### src/rtl/pld_pkg.sv
package pld_pkg;
  typedef enum logic [1:0] {
    ST_TRACK  = 2'd0,
    ST_LOCKED = 2'd1,
    ST_SEARCH = 2'd2
  } pld_state_e;
endpackage

### src/rtl/pld_sync_edge.sv
module pld_sync_edge #(
  parameter int STAGES = 2
) (
  input  logic clk_i,
  input  logic rst_ni,
  input  logic d_i,
  output logic rise_o
);
  logic [STAGES:0] sh_q;

  always_ff @(posedge clk_i or negedge rst_ni) begin
    if (!rst_ni) sh_q <= '0;
    else         sh_q <= {sh_q[STAGES-1:0], d_i};
  end

  assign rise_o = sh_q[STAGES-1] & ~sh_q[STAGES];
endmodule

### src/rtl/pld_lag_meter.sv
module pld_lag_meter #(
  parameter int MAX_LAG = 20,
  parameter int LAG_W   = $clog2(MAX_LAG + 1)
) (
  input  logic             clk_i,
  input  logic             rst_ni,
  input  logic             start_i,
  input  logic             stop_i,
  output logic             stb_o,
  output logic             ok_o,
  output logic [LAG_W-1:0] lag_o
);
  logic             busy_q;
  logic [LAG_W-1:0] cnt_q;

  always_ff @(posedge clk_i or negedge rst_ni) begin
    if (!rst_ni) begin
      busy_q <= 1'b0;
      cnt_q  <= '0;
      stb_o  <= 1'b0;
      ok_o   <= 1'b0;
      lag_o  <= '0;
    end else begin
      stb_o <= 1'b0;
      if (start_i) begin
        busy_q <= 1'b1;
        cnt_q  <= LAG_W'(1);
      end else if (busy_q) begin
        if (stop_i) begin
          busy_q <= 1'b0;
          stb_o  <= 1'b1;
          ok_o   <= 1'b1;
          lag_o  <= cnt_q;
        end else if (cnt_q == LAG_W'(MAX_LAG)) begin
          busy_q <= 1'b0;
          stb_o  <= 1'b1;
          ok_o   <= 1'b0;
          lag_o  <= cnt_q;
        end else begin
          cnt_q <= cnt_q + LAG_W'(1);
        end
      end
    end
  end
endmodule

### src/rtl/pld_avg_map.sv
module pld_avg_map #(
  parameter int LAG_W    = 5,
  parameter int AVG_LOG2 = 2,
  parameter int CODE_W   = 14,
  parameter int TARGET   = 10,
  parameter int GAIN     = 400
) (
  input  logic              clk_i,
  input  logic              rst_ni,
  input  logic              clear_i,
  input  logic              add_i,
  input  logic [LAG_W-1:0]  lag_i,
  output logic              done_o,
  output logic [CODE_W-1:0] code_o
);
  localparam int ACC_W = LAG_W + AVG_LOG2;
  localparam int MID   = 1 << (CODE_W - 1);
  localparam int FULL  = (1 << CODE_W) - 1;

  logic [ACC_W-1:0]    acc_q;
  logic [AVG_LOG2-1:0] n_q;
  logic [ACC_W-1:0]    sum;
  logic [LAG_W-1:0]    avg;
  logic signed [31:0]  diff, val;

  assign sum    = acc_q + ACC_W'(lag_i);
  assign avg    = LAG_W'(sum >> AVG_LOG2);
  assign done_o = add_i && (n_q == {AVG_LOG2{1'b1}});

  always_comb begin
    diff = $signed(32'(avg)) - 32'(TARGET);
    val  = 32'(MID) + 32'(GAIN) * diff;
    if (val < 0)             code_o = '0;
    else if (val > 32'(FULL)) code_o = CODE_W'(FULL);
    else                     code_o = val[CODE_W-1:0];
  end

  always_ff @(posedge clk_i or negedge rst_ni) begin
    if (!rst_ni) begin
      acc_q <= '0;
      n_q   <= '0;
    end else if (clear_i) begin
      acc_q <= '0;
      n_q   <= '0;
    end else if (add_i) begin
      acc_q <= done_o ? '0 : sum;
      n_q   <= n_q + 1'b1;
    end
  end
endmodule

### src/rtl/pld_lock_ctrl.sv
module pld_lock_ctrl
  import pld_pkg::*;
#(
  parameter int LAG_W      = 5,
  parameter int CODE_W     = 14,
  parameter int TARGET     = 10,
  parameter int WIN        = 2,
  parameter int LOCK_N     = 8,
  parameter int LOSS_N     = 4,
  parameter int STEP       = 512,
  parameter int SEC_CYCLES = 200_000_000
) (
  input  logic              clk_i,
  input  logic              rst_ni,
  input  logic              pps_rise_i,
  input  logic              meas_stb_i,
  input  logic              meas_ok_i,
  input  logic [LAG_W-1:0]  meas_lag_i,
  input  logic              avg_done_i,
  input  logic [CODE_W-1:0] avg_code_i,
  output logic [CODE_W-1:0] code_o,
  output logic              load_o,
  output pld_state_e        state_o
);
  localparam int TMO    = 2 * SEC_CYCLES;
  localparam int MISS_W = $clog2(TMO + 1);
  localparam int GOOD_W = $clog2(LOCK_N + 1);
  localparam int BAD_W  = $clog2(LOSS_N + 1);

  logic [MISS_W-1:0] miss_q;
  logic [GOOD_W-1:0] good_q;
  logic [BAD_W-1:0]  bad_q;
  logic              in_win, lost, timeout;

  assign in_win  = meas_ok_i && (int'(meas_lag_i) >= TARGET - WIN) &&
                   (int'(meas_lag_i) <= TARGET + WIN);
  assign lost    = meas_stb_i && !in_win && (bad_q == BAD_W'(LOSS_N - 1));
  assign timeout = (miss_q == MISS_W'(TMO));

  always_ff @(posedge clk_i or negedge rst_ni) begin
    if (!rst_ni)         miss_q <= '0;
    else if (pps_rise_i) miss_q <= '0;
    else if (!timeout)   miss_q <= miss_q + 1'b1;
  end

  always_ff @(posedge clk_i or negedge rst_ni) begin
    if (!rst_ni) begin
      state_o <= ST_TRACK;
      code_o  <= CODE_W'(1 << (CODE_W - 1));
      load_o  <= 1'b0;
      good_q  <= '0;
      bad_q   <= '0;
    end else begin
      load_o <= 1'b0;
      if (state_o == ST_SEARCH) begin
        if (meas_stb_i) begin
          if (in_win) begin
            state_o <= ST_TRACK;
            good_q  <= '0;
            bad_q   <= '0;
          end else begin
            code_o <= code_o + CODE_W'(STEP);  // wraps at full scale
            load_o <= 1'b1;
          end
        end
      end else if (timeout || lost) begin
        state_o <= ST_SEARCH;
        good_q  <= '0;
        bad_q   <= '0;
      end else begin
        if (meas_stb_i) begin
          if (in_win) begin
            bad_q <= '0;
            if (good_q == GOOD_W'(LOCK_N - 1)) state_o <= ST_LOCKED;
            else                               good_q  <= good_q + 1'b1;
          end else begin
            good_q <= '0;
            bad_q  <= bad_q + 1'b1;
          end
        end
        if (avg_done_i) begin
          code_o <= avg_code_i;
          load_o <= 1'b1;
        end
      end
    end
  end
endmodule

### src/rtl/pps_lag_discipliner.sv
module pps_lag_discipliner
  import pld_pkg::*;
#(
  parameter int SYNC_STAGES = 2,
  parameter int MAX_LAG     = 20,
  parameter int AVG_LOG2    = 2,
  parameter int CODE_W      = 14,
  parameter int TARGET      = 10,
  parameter int GAIN        = 400,
  parameter int WIN         = 2,
  parameter int LOCK_N      = 8,
  parameter int LOSS_N      = 4,
  parameter int STEP        = 512,
  parameter int SEC_CYCLES  = 200_000_000,
  localparam int LAG_W      = $clog2(MAX_LAG + 1)
) (
  input  logic              clk_i,
  input  logic              rst_ni,
  input  logic              pps_i,
  input  logic              osc_i,
  output logic [CODE_W-1:0] dac_code_o,
  output logic              dac_load_o,
  output logic              locked_o,
  output logic              searching_o,
  output logic              meas_stb_o,
  output logic              meas_ok_o,
  output logic [LAG_W-1:0]  meas_lag_o
);
  logic              pps_rise, osc_rise, avg_done, avg_add;
  logic [CODE_W-1:0] avg_code;
  pld_state_e        state;

  pld_sync_edge #(.STAGES(SYNC_STAGES)) i_pps_sync (
    .clk_i, .rst_ni, .d_i(pps_i), .rise_o(pps_rise)
  );
  pld_sync_edge #(.STAGES(SYNC_STAGES)) i_osc_sync (
    .clk_i, .rst_ni, .d_i(osc_i), .rise_o(osc_rise)
  );

  pld_lag_meter #(.MAX_LAG(MAX_LAG), .LAG_W(LAG_W)) i_meter (
    .clk_i, .rst_ni, .start_i(pps_rise), .stop_i(osc_rise),
    .stb_o(meas_stb_o), .ok_o(meas_ok_o), .lag_o(meas_lag_o)
  );

  assign avg_add = meas_stb_o && meas_ok_o && (state != ST_SEARCH);

  pld_avg_map #(
    .LAG_W(LAG_W), .AVG_LOG2(AVG_LOG2), .CODE_W(CODE_W),
    .TARGET(TARGET), .GAIN(GAIN)
  ) i_avg (
    .clk_i, .rst_ni, .clear_i(state == ST_SEARCH), .add_i(avg_add),
    .lag_i(meas_lag_o), .done_o(avg_done), .code_o(avg_code)
  );

  pld_lock_ctrl #(
    .LAG_W(LAG_W), .CODE_W(CODE_W), .TARGET(TARGET), .WIN(WIN),
    .LOCK_N(LOCK_N), .LOSS_N(LOSS_N), .STEP(STEP), .SEC_CYCLES(SEC_CYCLES)
  ) i_ctrl (
    .clk_i, .rst_ni, .pps_rise_i(pps_rise), .meas_stb_i(meas_stb_o),
    .meas_ok_i(meas_ok_o), .meas_lag_i(meas_lag_o), .avg_done_i(avg_done),
    .avg_code_i(avg_code), .code_o(dac_code_o), .load_o(dac_load_o),
    .state_o(state)
  );

  assign locked_o    = (state == ST_LOCKED);
  assign searching_o = (state == ST_SEARCH);
endmodule

### config.mk
export PLATFORM = sky130hd
export DESIGN_NAME = pps_lag_discipliner
export DESIGN_NICKNAME = d
export VERILOG_FILES = /design/src/rtl/pld_pkg.sv /design/src/rtl/pld_sync_edge.sv /design/src/rtl/pld_lag_meter.sv /design/src/rtl/pld_avg_map.sv /design/src/rtl/pld_lock_ctrl.sv /design/src/rtl/pps_lag_discipliner.sv
export SDC_FILE = /design/constraint.sdc
export NUM_CORES = 1
export LEC_CHECK = 0
export ABC_AREA = 0
export BUFFER_PORTS_ARGS = -buffer_cell sky130_fd_sc_hd__buf_2
export CORE_MARGIN = 2
export CORE_UTILIZATION = 45
export DETAILED_ROUTE_END_ITERATION = 12
export PLACE_DENSITY_LB_ADDON = 0.2
export SYNTH_ARGS = -nofsm -noshare
export SYNTH_HDL_FRONTEND = slang
export SYNTH_SLANG_ARGS = --single-unit
### constraint.sdc
create_clock -name clk_i -period 19.45 [get_ports clk_i]
set_input_delay 1.945 -clock clk_i [delete_from_list [all_inputs] [get_ports clk_i]]
set_output_delay 1.945 -clock clk_i [all_outputs]
set_load 0.05 [all_outputs]
Word-level counts from Yosys, hierarchy flattened

Index checks and enable logic that the tools add are counted.

Latch bits: 0
Output and inout bits: 24
Memories kept: 0
Bits in read-only memories: 0
Input port bits: 4
Memory bits (writable): 0
Flip-flop bits (word level): 81

Shift operators: 0
Div/mod/pow operators: 0
Add/sub/neg operators: 9
Bitwise logic cells: 5
Eq/ne operators: 16
$mul: 1
$lt $le $gt $ge: 4
Reductions and logical operators: 22
Mux-type cells: 55

Operators by type and width:

| operator                 | count |
|---|---|
| $mux W14                 | 7 |
| $mux W29                 | 2 |
| $add A15 B32 Y32 const A | 1 |
| $gt A32 B15 Y1 const B   | 1 |
| $lt A32 B1 Y1 const B    | 1 |
| $mul A6 B32 Y28 const A  | 1 |
| $mux W5                  | 6 |
| $add A29 B1 Y29 const B  | 1 |
| $eq A29 B29 Y1 const B   | 1 |
| $mux W4                  | 7 |
| $mux W7                  | 3 |
| $mux W2                  | 9 |
| $mux W3                  | 6 |
| $mux W1                  | 15 |
| $add A14 B10 Y14 const B | 1 |
| $reduce_bool A2 Y1       | 6 |
| $ne A2 B1 Y1 const B     | 5 |
| $reduce_and A3 Y1        | 3 |
| $reduce_and A4 Y1        | 2 |
| $add A7 B5 Y7            | 1 |
| $logic_and A1 B1 Y1      | 7 |
| $ne A2 B2 Y1 const B     | 3 |
| $sub A5 B4 Y6 const B    | 1 |
| $add A5 B1 Y5 const B    | 1 |
| other kinds (17)         | 21 |

Longest topological paths before layout

Gate-level depths: netlist of run 1.

Depth in word-level cells: 10
Depth in mapped cells: 30

By module

Synthesis of run 1 repeated with hierarchy kept, for this count alone.

Cell total of the unflattened synthesis: 523
Area total of the unflattened synthesis: 5218.8 um^2

By module, submodules not included:

| module              | area an instance (um^2) | cells an instance | sequential area each (um^2) | instances |
|---|---|---|---|---|
| pld_lock_ctrl       | 2941.6                  | 285               | 1327.5                      | 1 |
| pld_avg_map         | 1477.7                  | 176               | 225.2                       | 1 |
| pld_lag_meter       | 589.3                   | 50                | 325.3                       | 1 |
| pld_sync_edge       | 88.8                    | 4                 | 75.1                        | 2 |
| pps_lag_discipliner | 32.5                    | 4                 | 0.0                         | 1 |

Least setup slack after synthesis of run 1

No wires, ideal clock.

Kind: register to register
From: register i_meter.lag_o[0]
To: register i_ctrl.code_o[9]
Period minus slack after synthesis: 7.344 ns
Buffers on the path: 1
Data arrival time: 7.180 ns
Stages on the path, launching flop included: 30
Path slack: 12.106 ns
Data required time: 19.286 ns
Cells stage by stage: dfrtp_1 > ha_1 > fa_1 > a21oi_1 > o21bai_1 > xnor2_1 > inv_1 > ha_1 > clkbuf_1 > xnor2_1 > ha_1 > inv_1 > fa_1 > inv_1 > ha_1 > fa_1 > a211oi_1 > nor2_1 > a221oi_1 > ha_1 > nor4b_1 > nand2_1 > nor4_1 > nand3_1 > mux2i_1 > or4b_1 > ha_1 > inv_1 > o21ai_0 > a22oi_1

Longest elaborated chain between the ends: 10

RTL lines:

| what                   | line                | source |
|---|---|---|
| from (decl)            | pld_lag_meter.sv:11 | `output logic [LAG_W-1:0] lag_o` |
| from (signal assigned) | pld_lag_meter.sv:33 | `lag_o <= cnt_q;` |
| from (signal assigned) | pld_lag_meter.sv:38 | `lag_o <= cnt_q;` |
| $add A7 B5 Y7          | pld_avg_map.sv:26   | `assign sum = acc_q + ACC_W'(lag_i);` |
| $sub A5 B4 Y6          | pld_avg_map.sv:31   | `diff = $signed(32'(avg)) - 32'(TARGET);` |
| $mul A6 B32 Y28        | pld_avg_map.sv:32   | `val = 32'(MID) + 32'(GAIN) * diff;` |
| $add A15 B32 Y32       | pld_avg_map.sv:32   |  |
| $gt A32 B15 Y1         | pld_avg_map.sv:34   | `else if (val > 32'(FULL)) code_o = CODE_W'(FULL);` |
| $mux W14               | pld_avg_map.sv:34   |  |
| $mux W14               | pld_avg_map.sv:33   | `if (val < 0) code_o = '0;` |
| $mux W14               | pld_lock_ctrl.sv:81 | `if (avg_done_i) begin` |
| $mux W14               | pld_lock_ctrl.sv:66 | `end else if (timeout \|\| lost) begin` |
| $mux W14               | pld_lock_ctrl.sv:55 | `if (state_o == ST_SEARCH) begin` |
| to (signal assigned)   | pld_lock_ctrl.sv:49 | `code_o <= CODE_W'(1 << (CODE_W - 1));` |
| to (signal assigned)   | pld_lock_ctrl.sv:62 | `code_o <= code_o + CODE_W'(STEP);` |
| to (signal assigned)   | pld_lock_ctrl.sv:82 | `code_o <= avg_code_i;` |
| to (decl)              | pld_lock_ctrl.sv:21 | `output logic [CODE_W-1:0] code_o,` |

Several ways; a longest one is shown, not always the timed one. The select of a mux whose other input is x is not followed.
A chain may end at the register's enable or synchronous reset.

Final worst setup path of run 1

From: register i_meter.lag_o[0]
To: register i_ctrl.code_o[7]

Same word-level chain as after synthesis.

==> key figures, run 1 <==
STA
  – Setup TNS: 0 ps
  – Number of hold violations in the final report: 0
  – Tcrit/Tclk final: 40.3%
  – Clk_skew: 7.83 ps
  – RSZ-0062 raised after global routing: no
  – Tmin final: 7850 ps
  – Final Max Slew Viols: 0
  – Max transition margin: 34.8%
  – Setup violations, final: 0
  – Actual slew at the worst max-slew pin: 978 ps
  – Fmax: 127 MHz

Die
  – Ports: 28
  – Row count: 38
  – Die area: 12200 um2
  – Starting Density: 46.7%
  – DIE WIDTH: 111 um
  – Core ar.: 10900 um2
  – Die height: 111 um

Critical path
  – CP Launch Type: register
  – Most frequent CP cell: ha_1
  – Critical path required time: 19660 ps
  – Top delay family on crit path: adder cells
  – WP data arrival: 8050 ps
  – Slowest stage delay, CP: 530 ps
  – Crit path max fanout: 8
  – FF-to-FF path depth: 28
  – Worst Setup End Kind: register
  – Worst Path Buf+Inv: 4
  – Critical path class: register to register
  – CP Depth: 28
  – Crit-path slowest cell: fa_1

Synthesis
  – Commonest register cell after synthesis: dfrtp_1
  – Post-Syn Area: 5110 um2
  – Asr flop ratio synth: 100%
  – FF+latch count, synth: 78
  – Post-synth EDFFs: 0
  – Syn nets: 589
  – Avg Inst Size Synth: 9.46 um2
  – Cells after Synth: 540
  – Unique masters post-synth: 71
  – Post-synthesis sequential area ratio: 38.2%
  – Synth warnings: 0

Pwr
  – Clock power frac: 22.4%
  – Final Power: 0.729 mW
  – Internal cell power: 0.413 mW
  – Switching power: 0.316 mW
  – Switch share: 43.4%
  – Sequential share of power: 27.0%
  – VDD IR-drop max: 0.0000965 V
  – Leak: 2.52 nW
  – Pwr per Cell Area: 130 nW/um2
  – Combinational power share: 50.6%

Drt
  – Via count: 3965
  – Initial DRT Pass Iterations: 4
  – WL final: 10.7 mm
  – WL/cell: 15.2 um
  – DRC: 0
  – Routed Antenna Nets: 0
  – Drt first-iter violations: 212
  – Via density: 5.63

GRT
  – Vias in the first global route: 3896
  – Gr usage total: 18.8%
  – GRT Residual Overflow: 0
  – First-pass GRT wire length: 19.0 mm
  – Initial antenna violation count: 0
  – Largest net degree at the start of global routing: 79

Clocking
  – Post-CTS resize count: 0
  – Clock Tree Root: clkbuf_16
  – Clock Tree Buf Depth: 2
  – Worst-Skew Late Latency: 340 ps
  – H-tree levels: 3
  – CTS clk-pin slew, worst paths: 60 ps
  – # Post-CTS Setup Buffers: 0
  – CTS tree: done
  – Sink Count: 78
  – CTS Hold Bufs: 0
  – Total CTS buffers: 9

Placement
  – Placed wire-length estimate: 7.87 mm
  – PortBufs: 27
  – Routability cong.: 0.873

Finish
  – Number of diodes: 0
  – Fin util: 51.4%
  – Fraction of layout cells with a size suffix above 1: 12.8%
  – Flip-flop and latch area: 1950 um2
  – # fillers: 1020
  – Multi-input logic area: 2900 um2
  – # nets final: 608
  – Area Growth Syn to Fin: 9.99%

Run
  – Max cap viols: 0

Hold path
  – Worst hold path class: register to register
  – Hold depth: 0

Outcome
  – Status: complete, no violations
[power groups by stage]
stage               registers, mW  clock network [mW]  logic, mW
floorplan                   0.217                   0      0.275
global placement            0.199                   0      0.365
detailed placement          0.200                   0      0.369
CTS                         0.197               0.168      0.372
global route                0.200               0.177      0.421
finish                      0.197               0.164      0.369
[layout make-up]
cell class                      instances  area share [%]
Multi-Input combinational cell        403            51.7
Sequential cell                        78            34.8
Clock buffer                            9            4.01
Tap cell                              140            3.12
Timing Repair Buffer                   30            2.85
Inverter                               37            2.47
Clock inverter                          7            1.11
[layer usage]
layer / wire length, um / vias up / GRT usage (%)
met4: 106 / 0 / 4.33
li1: - / 1966 / -
met5: 0 / - / 0
met3: 326 / 9 / 5.05
met2: 5080 / 48 / 29.9
met1: 5200 / 1942 / 25.8
[cells in the mapped netlist (6+ instances only)]
library cell	number	share of area [%]
dfrtp_1	77	38
nor2_1	53	3.9
nand2_1	47	3.5
ha_1	40	9.8
inv_1	37	2.7
xnor2_1	28	4.8
nand3_1	25	2.4
a21oi_1	24	2.4
o21ai_0	20	2.0
xor2_1	14	2.4
clkbuf_1	11	0.81
nand4_1	9	1.1
nor3_1	8	0.78
and3_1	7	0.86
o211ai_1	7	1.0
or3_1	7	0.86
a22oi_1	6	0.88
mux2i_1	6	1.2
nor4_1	6	0.73
[path summary, 6_finish.rpt]
kind / endpoint / from / slack [ps]
hold / removal: i_osc_sync.sh_q[1]$_DFF_PN0_ / i_osc_sync.sh_q[0]$_DFF_PN0_ / 360
min in group asynchronous: i_ctrl.code_o[6]$_DFFE_PN0P_ / rst_ni / 1720
setup reg to reg: i_ctrl.code_o[7]$_DFFE_PN0P_ / i_meter.lag_o[0]$_DFFE_PN0P_ / 11600
setup / recovery: i_ctrl.code_o[7]$_DFFE_PN0P_ / i_meter.lag_o[0]$_DFFE_PN0P_ / 11600
hold reg to reg: i_osc_sync.sh_q[1]$_DFF_PN0_ / i_osc_sync.sh_q[0]$_DFF_PN0_ / 360
max in group asynchronous: i_ctrl.miss_q[26]$_DFFE_PN0P_ / rst_ni / 17060
[state kept, by name (all words and copies together), names as in the netlist]
name             flops
i_avg.acc_q          7
i_avg.n_q            2
i_ctrl.bad_q         3
i_ctrl.code_o       11
i_ctrl.good_q        4
i_ctrl.load_o        1
i_ctrl.miss_q       29
i_ctrl.state_o       2
i_meter.busy_q       1
i_meter.cnt_q        5
i_meter.lag_o        5
i_meter.ok_o         1
i_meter.stb_o        1
i_osc_sync.sh_q      3
i_pps_sync.sh_q      3
[stage by stage]
stage | setup slack [ps] | hold WS [ps] | cell area, um2 | std cells
2_1_floorplan | 12110 | 331 | 5110 | 540
5_1_grt | 10950 | 362 | 5620 | 704
3_3_place_gp | 11860 | 339 | 5330 | 688
6_report | 11600 | 358 | 5620 | 704
3_5_place_dp | 11670 | 338 | 5330 | 688
4_1_cts | 11620 | 359 | 5620 | 704
[logic make-up after synthesis]
family	after synthesis	share of synthesized area [%]
AND/OR/NAND/NOR	210	22.5
AO/OA/AOI/OAI	100	14.2
flip-flops	78	38.2
buffers and inverters	59	4.97
adder cells (fa/ha/maj)	45	11.8
XOR/XNOR	42	7.20
multiplexers	6	1.18
[cell usage in the layout, fill, tap and decap left out, types with 9 or more instances in the layout]
cell and instances:
a21oi_1 24, buf_2 26, clkbuf_16 9, dfrtp_1 77
ha_1 40, inv_1 37, nand2_1 47, nand3_1 25
nand4_1 9, nor2_1 53, o21ai_0 20, xnor2_1 28
xor2_1 14
Power figures use the tool's default switching activity.
==> run 2, diff against run 1 <==
Clock period 19.45 ns to 6.45 ns, I/O delays scaled along.
==> run 2 against run 1 <==
Utilization grew 4.6 points. Fmax grew 22%. Setup slack lost 12000 ps. Cell count grew 2.6%. Via count grew 3.3%. Critical path depth grew 2. Largest power group unchanged.
==> key figures, run 2 (synthesized netlist as in run 1, its figures left out) <==
Outcome
  – Status: complete, no violations

Die
  – Ports: 28
  – Core ar.: 10900 um2
  – DIE WIDTH: 111 um
  – Row count: 38
  – Die height: 111 um
  – Starting Density: 46.7%
  – Die area: 12200 um2

Finish
  – # nets final: 626
  – Commonest non-fill, non-tap cells in the layout: dfrtp_1 (74), nor2_1 (52), nand2_1 (47), inv_1 (33), buf_2 (26)
  – Area Growth Syn to Fin: 19.8%
  – Most flops, register: i_ctrl.miss_q
  – Fraction of layout cells with a size suffix above 1: 22.9%
  – Number of flip-flops in the largest register: 29
  – Commonest non-fill, non-tap cell in the layout: dfrtp_1
  – Non-Filler Instances: 722
  – Fin util: 56.0%
  – Number of diodes: 0
  – Regs by FF count: i_ctrl.miss_q: 29 flops, i_ctrl.code_o: 11 flops, i_avg.acc_q: 7 flops

Hold path
  – Hold depth: 0
  – Worst hold path class: register to register

Drt
  – Via density: 5.67
  – WL/cell: 15.4 um
  – Via count: 4097
  – DRC: 0
  – Met2 Wirelength: 5.07 mm
  – Initial DRT Pass Iterations: 4
  – Met1 WL: 5.50 mm
  – WL final: 11.2 mm
  – Routed Antenna Nets: 0
  – Top Layer Used: met4
  – Drt first-iter violations: 215
  – DR WL met3: 468 um

Clocking
  – Worst-Skew Late Latency: 340 ps
  – Total CTS buffers: 9
  – H-tree levels: 3
  – Clock Tree Root: clkbuf_16
  – CTS Hold Bufs: 0
  – Sink Count: 78
  – CTS clk-pin slew, worst paths: 60 ps
  – Clock Tree Buf Depth: 2
  – CTS tree: done

STA
  – Fmax: 156 MHz
  – Max transition margin: 33.6%
  – Worst Setup Slack, final: 37.0 ps
  – Setup violations, final: 0
  – RSZ-0062 raised after global routing: yes
  – Tcrit/Tclk final: 99.4%
  – Clk_skew: 5.35 ps
  – Tmin final: 6410 ps
  – Number of hold violations in the final report: 0
  – Actual slew at the worst max-slew pin: 987 ps
  – Final Max Slew Viols: 0

GRT
  – GRT Residual Overflow: 0
  – Initial antenna violation count: 0
  – First-pass GRT wire length: 19.5 mm
  – Vias in the first global route: 4061
  – Largest net degree at the start of global routing: 79
  – Gr usage total: 19.1%

Pwr
  – Leak: 2.65 nW
  – Switch share: 41.9%
  – Sequential share of power: 21.9%
  – Final Power: 2.74 mW
  – Switching power: 1.15 mW
  – Combinational power share: 60.3%
  – Pwr per Cell Area: 447 nW/um2
  – Internal cell power: 1.59 mW
  – Clock power frac: 17.9%
  – VDD IR-drop max: 0.000477 V

Placement
  – Routability cong.: 0.842
  – Placed cells: 701
  – PortBufs: 27
  – Pre-CTS WS: -80.5 ps
  – Placed wire-length estimate: 8.11 mm

Critical path
  – Crit-path slowest cell: fa_1
  – Worst Setup End Kind: register
  – Top delay family on crit path: adder cells
  – Worst Path Buf+Inv: 5
  – Slowest stage delay, CP: 530 ps
  – Crit path max fanout: 8
  – Critical path class: register to register
  – FF-to-FF path depth: 30
  – Critical path required time: 6660 ps
  – WP data arrival: 6620 ps
  – Most frequent CP cell: ha_4
  – CP Launch Type: register
  – CP Depth: 30

Run
  – Max cap viols: 0
## run 2: cell count changes in the layout (fill, tap and decap cells not counted), sizes merged
cell      change
clkbuf        +2
clkinvlp      +2
inv           -3
buf          +18
clkinv        -1
## run 2: worst paths after layout
kind,endpoint,slack (ps),startpoint
worst max register to register,i_ctrl.code_o[8]$_DFFE_PN0P_,40,i_meter.lag_o[0]$_DFFE_PN0P_
worst min-delay path,i_pps_sync.sh_q[1]$_DFF_PN0_,360,i_pps_sync.sh_q[0]$_DFF_PN0_
worst max-delay path,i_ctrl.code_o[8]$_DFFE_PN0P_,40,i_meter.lag_o[0]$_DFFE_PN0P_
worst min register to register,i_pps_sync.sh_q[1]$_DFF_PN0_,360,i_pps_sync.sh_q[0]$_DFF_PN0_
max in group asynchronous,i_meter.lag_o[0]$_DFFE_PN0P_,5280,rst_ni
min in group asynchronous,i_ctrl.code_o[11]$_DFFE_PN0P_,440,rst_ni
## run 2: power by group through the flow
stage	clock (mW)	sequential, mW	combinational, mW
after detailed placement	0	0.607	1.43
after floorplan	0	0.657	1.11
final	0.490	0.599	1.65
after CTS	0.503	0.597	1.50
after global placement	0	0.605	1.41
after global routing	0.523	0.608	1.82
## run 2: repair_timing
action / in CTS / in global routing
gates cloned: 0 / 0
pin swaps: 3 / 5
gates resized for setup: 4 / 16
endpoints found under the setup margin: 10 / 10
buffers inserted: 3 / 2
## run 2: final cells by class
type	instances	area, um2
fill	965	4820
multi-input combinational	403	3250
sequential	78	1960
timing repair buffer	48	299
clock buffer	11	253
tap	140	175
inverter	37	149
clock inverter	5	41.3
## run 2: stage by stage
stage / area, um2 / setup TNS, ps / hold slack, ps
detailed placement: 5710 / -558 / 345
global route: 6120 / -2400 / 364
CTS: 6060 / 0 / 359
floorplan: 5400 / -254 / 331
finish: 6120 / 0 / 358
global placement: 5710 / 0 / 339
## run 2: per-layer routing
metal | GRT usage, % | vias to the layer above
met3 | 3.57 | 10
met5 | 0 | -
met4 | 5.92 | 0
met2 | 29.5 | 92
met1 | 27.3 | 1985
li1 | - | 2010
==> run 3, diff against run 2 <==
Clock period 6.45 ns to 6.8 ns, I/O delays scaled along.
==> run 3 against run 2 <==
Clock skew is 1.9 ps higher. Worst hold slack worse by 2.5 ps. Die area stayed put. Via count up 0.41%. Flip-flop and latch count unchanged. Design area down 1.6%. Combinational power shrank 16%. Utilization decreased by 0.87 points. Critical path depth is 1 lower. Routed wire length is 0.28% lower. Critical path type unchanged. Critical endpoint is now i_ctrl.code_o[6]$_DFFE_PN0P_. Largest cell class unchanged.
==> key figures, run 3 (synthesized netlist as in run 1, its figures left out) <==
Clocking
  – CTS tree: done
  – Clock Tree Root: clkbuf_16
  – Total CTS buffers: 9
  – Sink Count: 78
  – H-tree levels: 3
  – Worst-Skew Late Latency: 340 ps
  – CTS clk-pin slew, worst paths: 60 ps
  – Clock Tree Buf Depth: 2

Finish
  – Commonest non-fill, non-tap cell in the layout: dfrtp_1
  – Number of diodes: 0
  – Flip-flop and latch area: 1950 um2
  – Most flops, register: i_ctrl.miss_q
  – Number of flip-flops in the largest register: 29
  – # nets final: 628
  – Multi-input logic area: 3110 um2
  – Non-Filler Instances: 724
  – Fraction of layout cells with a size suffix above 1: 20.7%
  – Commonest non-fill, non-tap cells in the layout: dfrtp_1 (76), nor2_1 (52), nand2_1 (46), inv_1 (34), ha_1 (33)
  – Area Growth Syn to Fin: 17.9%
  – # fillers: 983
  – Regs by FF count: i_ctrl.miss_q: 29 flops, i_ctrl.code_o: 11 flops, i_avg.acc_q: 7 flops

Placement
  – PortBufs: 27
  – Placed wire-length estimate: 8.03 mm
  – Routability cong.: 0.880
  – Placed cells: 703
  – Pre-CTS WS: 9.93 ps

Die
  – Core ar.: 10900 um2
  – DIE WIDTH: 111 um
  – Row count: 38
  – Ports: 28
  – Starting Density: 46.7%
  – Die height: 111 um
  – Die area: 12200 um2

STA
  – Clk_skew: 7.24 ps
  – Fmax: 153 MHz
  – Hold slack: 355 ps
  – Final Max Slew Viols: 0
  – Number of hold violations in the final report: 0
  – Tcrit/Tclk final: 95.9%
  – Worst Setup Slack, final: 278 ps
  – Actual slew at the worst max-slew pin: 973 ps
  – Tmin final: 6520 ps
  – Max transition margin: 35.1%
  – Setup violations, final: 0

Drt
  – DRC: 0
  – Via count: 4114
  – Routed Antenna Nets: 0
  – Via density: 5.68
  – WL final: 11.1 mm
  – Initial DRT Pass Iterations: 4
  – WL/cell: 15.4 um
  – Drt first-iter violations: 213

Pwr
  – Pwr per Cell Area: 414 nW/um2
  – Final Power: 2.49 mW
  – Leak: 2.68 nW
  – Combinational power share: 55.3%
  – Clock power frac: 22.1%
  – Internal cell power: 1.49 mW
  – Switching power: 0.998 mW
  – VDD IR-drop max: 0.000369 V
  – Switch share: 40.1%
  – Sequential share of power: 22.6%

Hold path
  – Hold Crit Start: i_osc_sync.sh_q[0]$_DFF_PN0_
  – Hold depth: 0
  – Hold Path Sink: i_osc_sync.sh_q[1]$_DFF_PN0_
  – Worst hold path class: register to register

Run
  – Max cap viols: 0

Critical path
  – FF-to-FF setup slack: 280 ps
  – CP Launch Type: register
  – Crit-path slowest cell: fa_1
  – Crit path max fanout: 8
  – FF-to-FF path depth: 29
  – Worst Setup End Kind: register
  – Critical path class: register to register
  – Critical path required time: 7020 ps
  – WP data arrival: 6740 ps
  – Most frequent CP cell: ha_4
  – Slowest stage delay, CP: 530 ps
  – R2r startpoint: i_meter.lag_o[0]$_DFFE_PN0P_
  – RR Endpoint: i_ctrl.code_o[6]$_DFFE_PN0P_

GRT
  – Vias in the first global route: 4029
  – GRT Residual Overflow: 0
  – Initial antenna violation count: 0
  – Gr usage total: 18.8%
  – First-pass GRT wire length: 19.3 mm
  – Largest net degree at the start of global routing: 79

Outcome
  – Status: complete, no violations
==> run 3: changes by cell type in the layout (fill, tap and decap cells not counted), sizes merged <==
cell	delta
bufinv	+3
buf	+2
clkinvlp	-2
inv	-1
==> run 3: final cells by class <==
cell class | instances | area share [%]
Clock inverter | 5 | 1.79
Tap cell | 140 | 2.91
Timing Repair Buffer | 50 | 5.15
Clock buffer | 11 | 3.86
Sequential cell | 78 | 32.4
Inverter | 37 | 2.31
Multi-Input combinational cell | 403 | 51.5
==> run 3: worst max-delay path, delay by kind of cell, from the launching register on <==
family                   cells  cell delay (ps)
buffers and inverters        4              250
XOR/XNOR                     2              320
adder cells (fa/ha/maj)     10             2840
AND/OR/NAND/NOR              7             1590
AO/OA/AOI/OAI                6              950
flip-flops                   1              440
==> run 3: repair_timing <==
action / in CTS / in global routing
endpoints found under the setup margin: 2 / 10
resized for setup: 2 / 27
pin swaps: 0 / 13
setup buffers: 0 / 5
hold buffers: 0 / 0
==> run 3: power groups by stage <==
| stage | clock network [mW] | registers [mW] | logic (mW) |
|---|---|---|---|
| 2_1_floorplan | 0 | 0.621 | 0.858 |
| 3_3_place_gp | 0 | 0.569 | 1.16 |
| 3_5_place_dp | 0 | 0.571 | 1.17 |
| 4_1_cts | 0.564 | 0.563 | 1.21 |
| 5_1_grt | 0.584 | 0.572 | 1.52 |
| 6_report | 0.550 | 0.564 | 1.38 |
==> run 3: metal layers <==
layer / vias up / GRT usage (%) / routed length (um)
li1: 2012 / - / -
met2: 59 / 30.7 / 5310
met3: 17 / 3.90 / 317
met1: 2026 / 25.1 / 5320
met5: - / 0 / 0
met4: 0 / 6.17 / 175
==> run 3: worst max-delay path by stage <==
stage | depth (start not counted) | to | from | slack [ps]
after CTS | 29 | i_ctrl.code_o[9]$_DFFE_PN0P_ | i_meter.lag_o[0]$_DFFE_PN0P_ | 30
after global placement | 29 | i_ctrl.code_o[9]$_DFFE_PN0P_ | i_meter.lag_o[0]$_DFFE_PN0P_ | 100
final | 29 | i_ctrl.code_o[6]$_DFFE_PN0P_ | i_meter.lag_o[0]$_DFFE_PN0P_ | 280
after global routing | 29 | i_ctrl.code_o[6]$_DFFE_PN0P_ | i_meter.lag_o[0]$_DFFE_PN0P_ | -30
after detailed placement | 29 | i_ctrl.code_o[9]$_DFFE_PN0P_ | i_meter.lag_o[0]$_DFFE_PN0P_ | 10
after floorplan | 27 | i_ctrl.code_o[9]$_DFFE_PN0P_ | i_meter.lag_o[1]$_DFFE_PN0P_ | 6
==> run 3: through the flow <==
stage | util (%) | setup TNS, ps | area [um2]
after floorplan | - | 0 | 5190
after global placement | 50.5 | 0 | 5530
after detailed placement | 50.5 | 0 | 5530
after CTS | 53.7 | 0 | 5870
after global routing | 55.1 | -81.5 | 6020
final | 55.1 | 0 | 6020
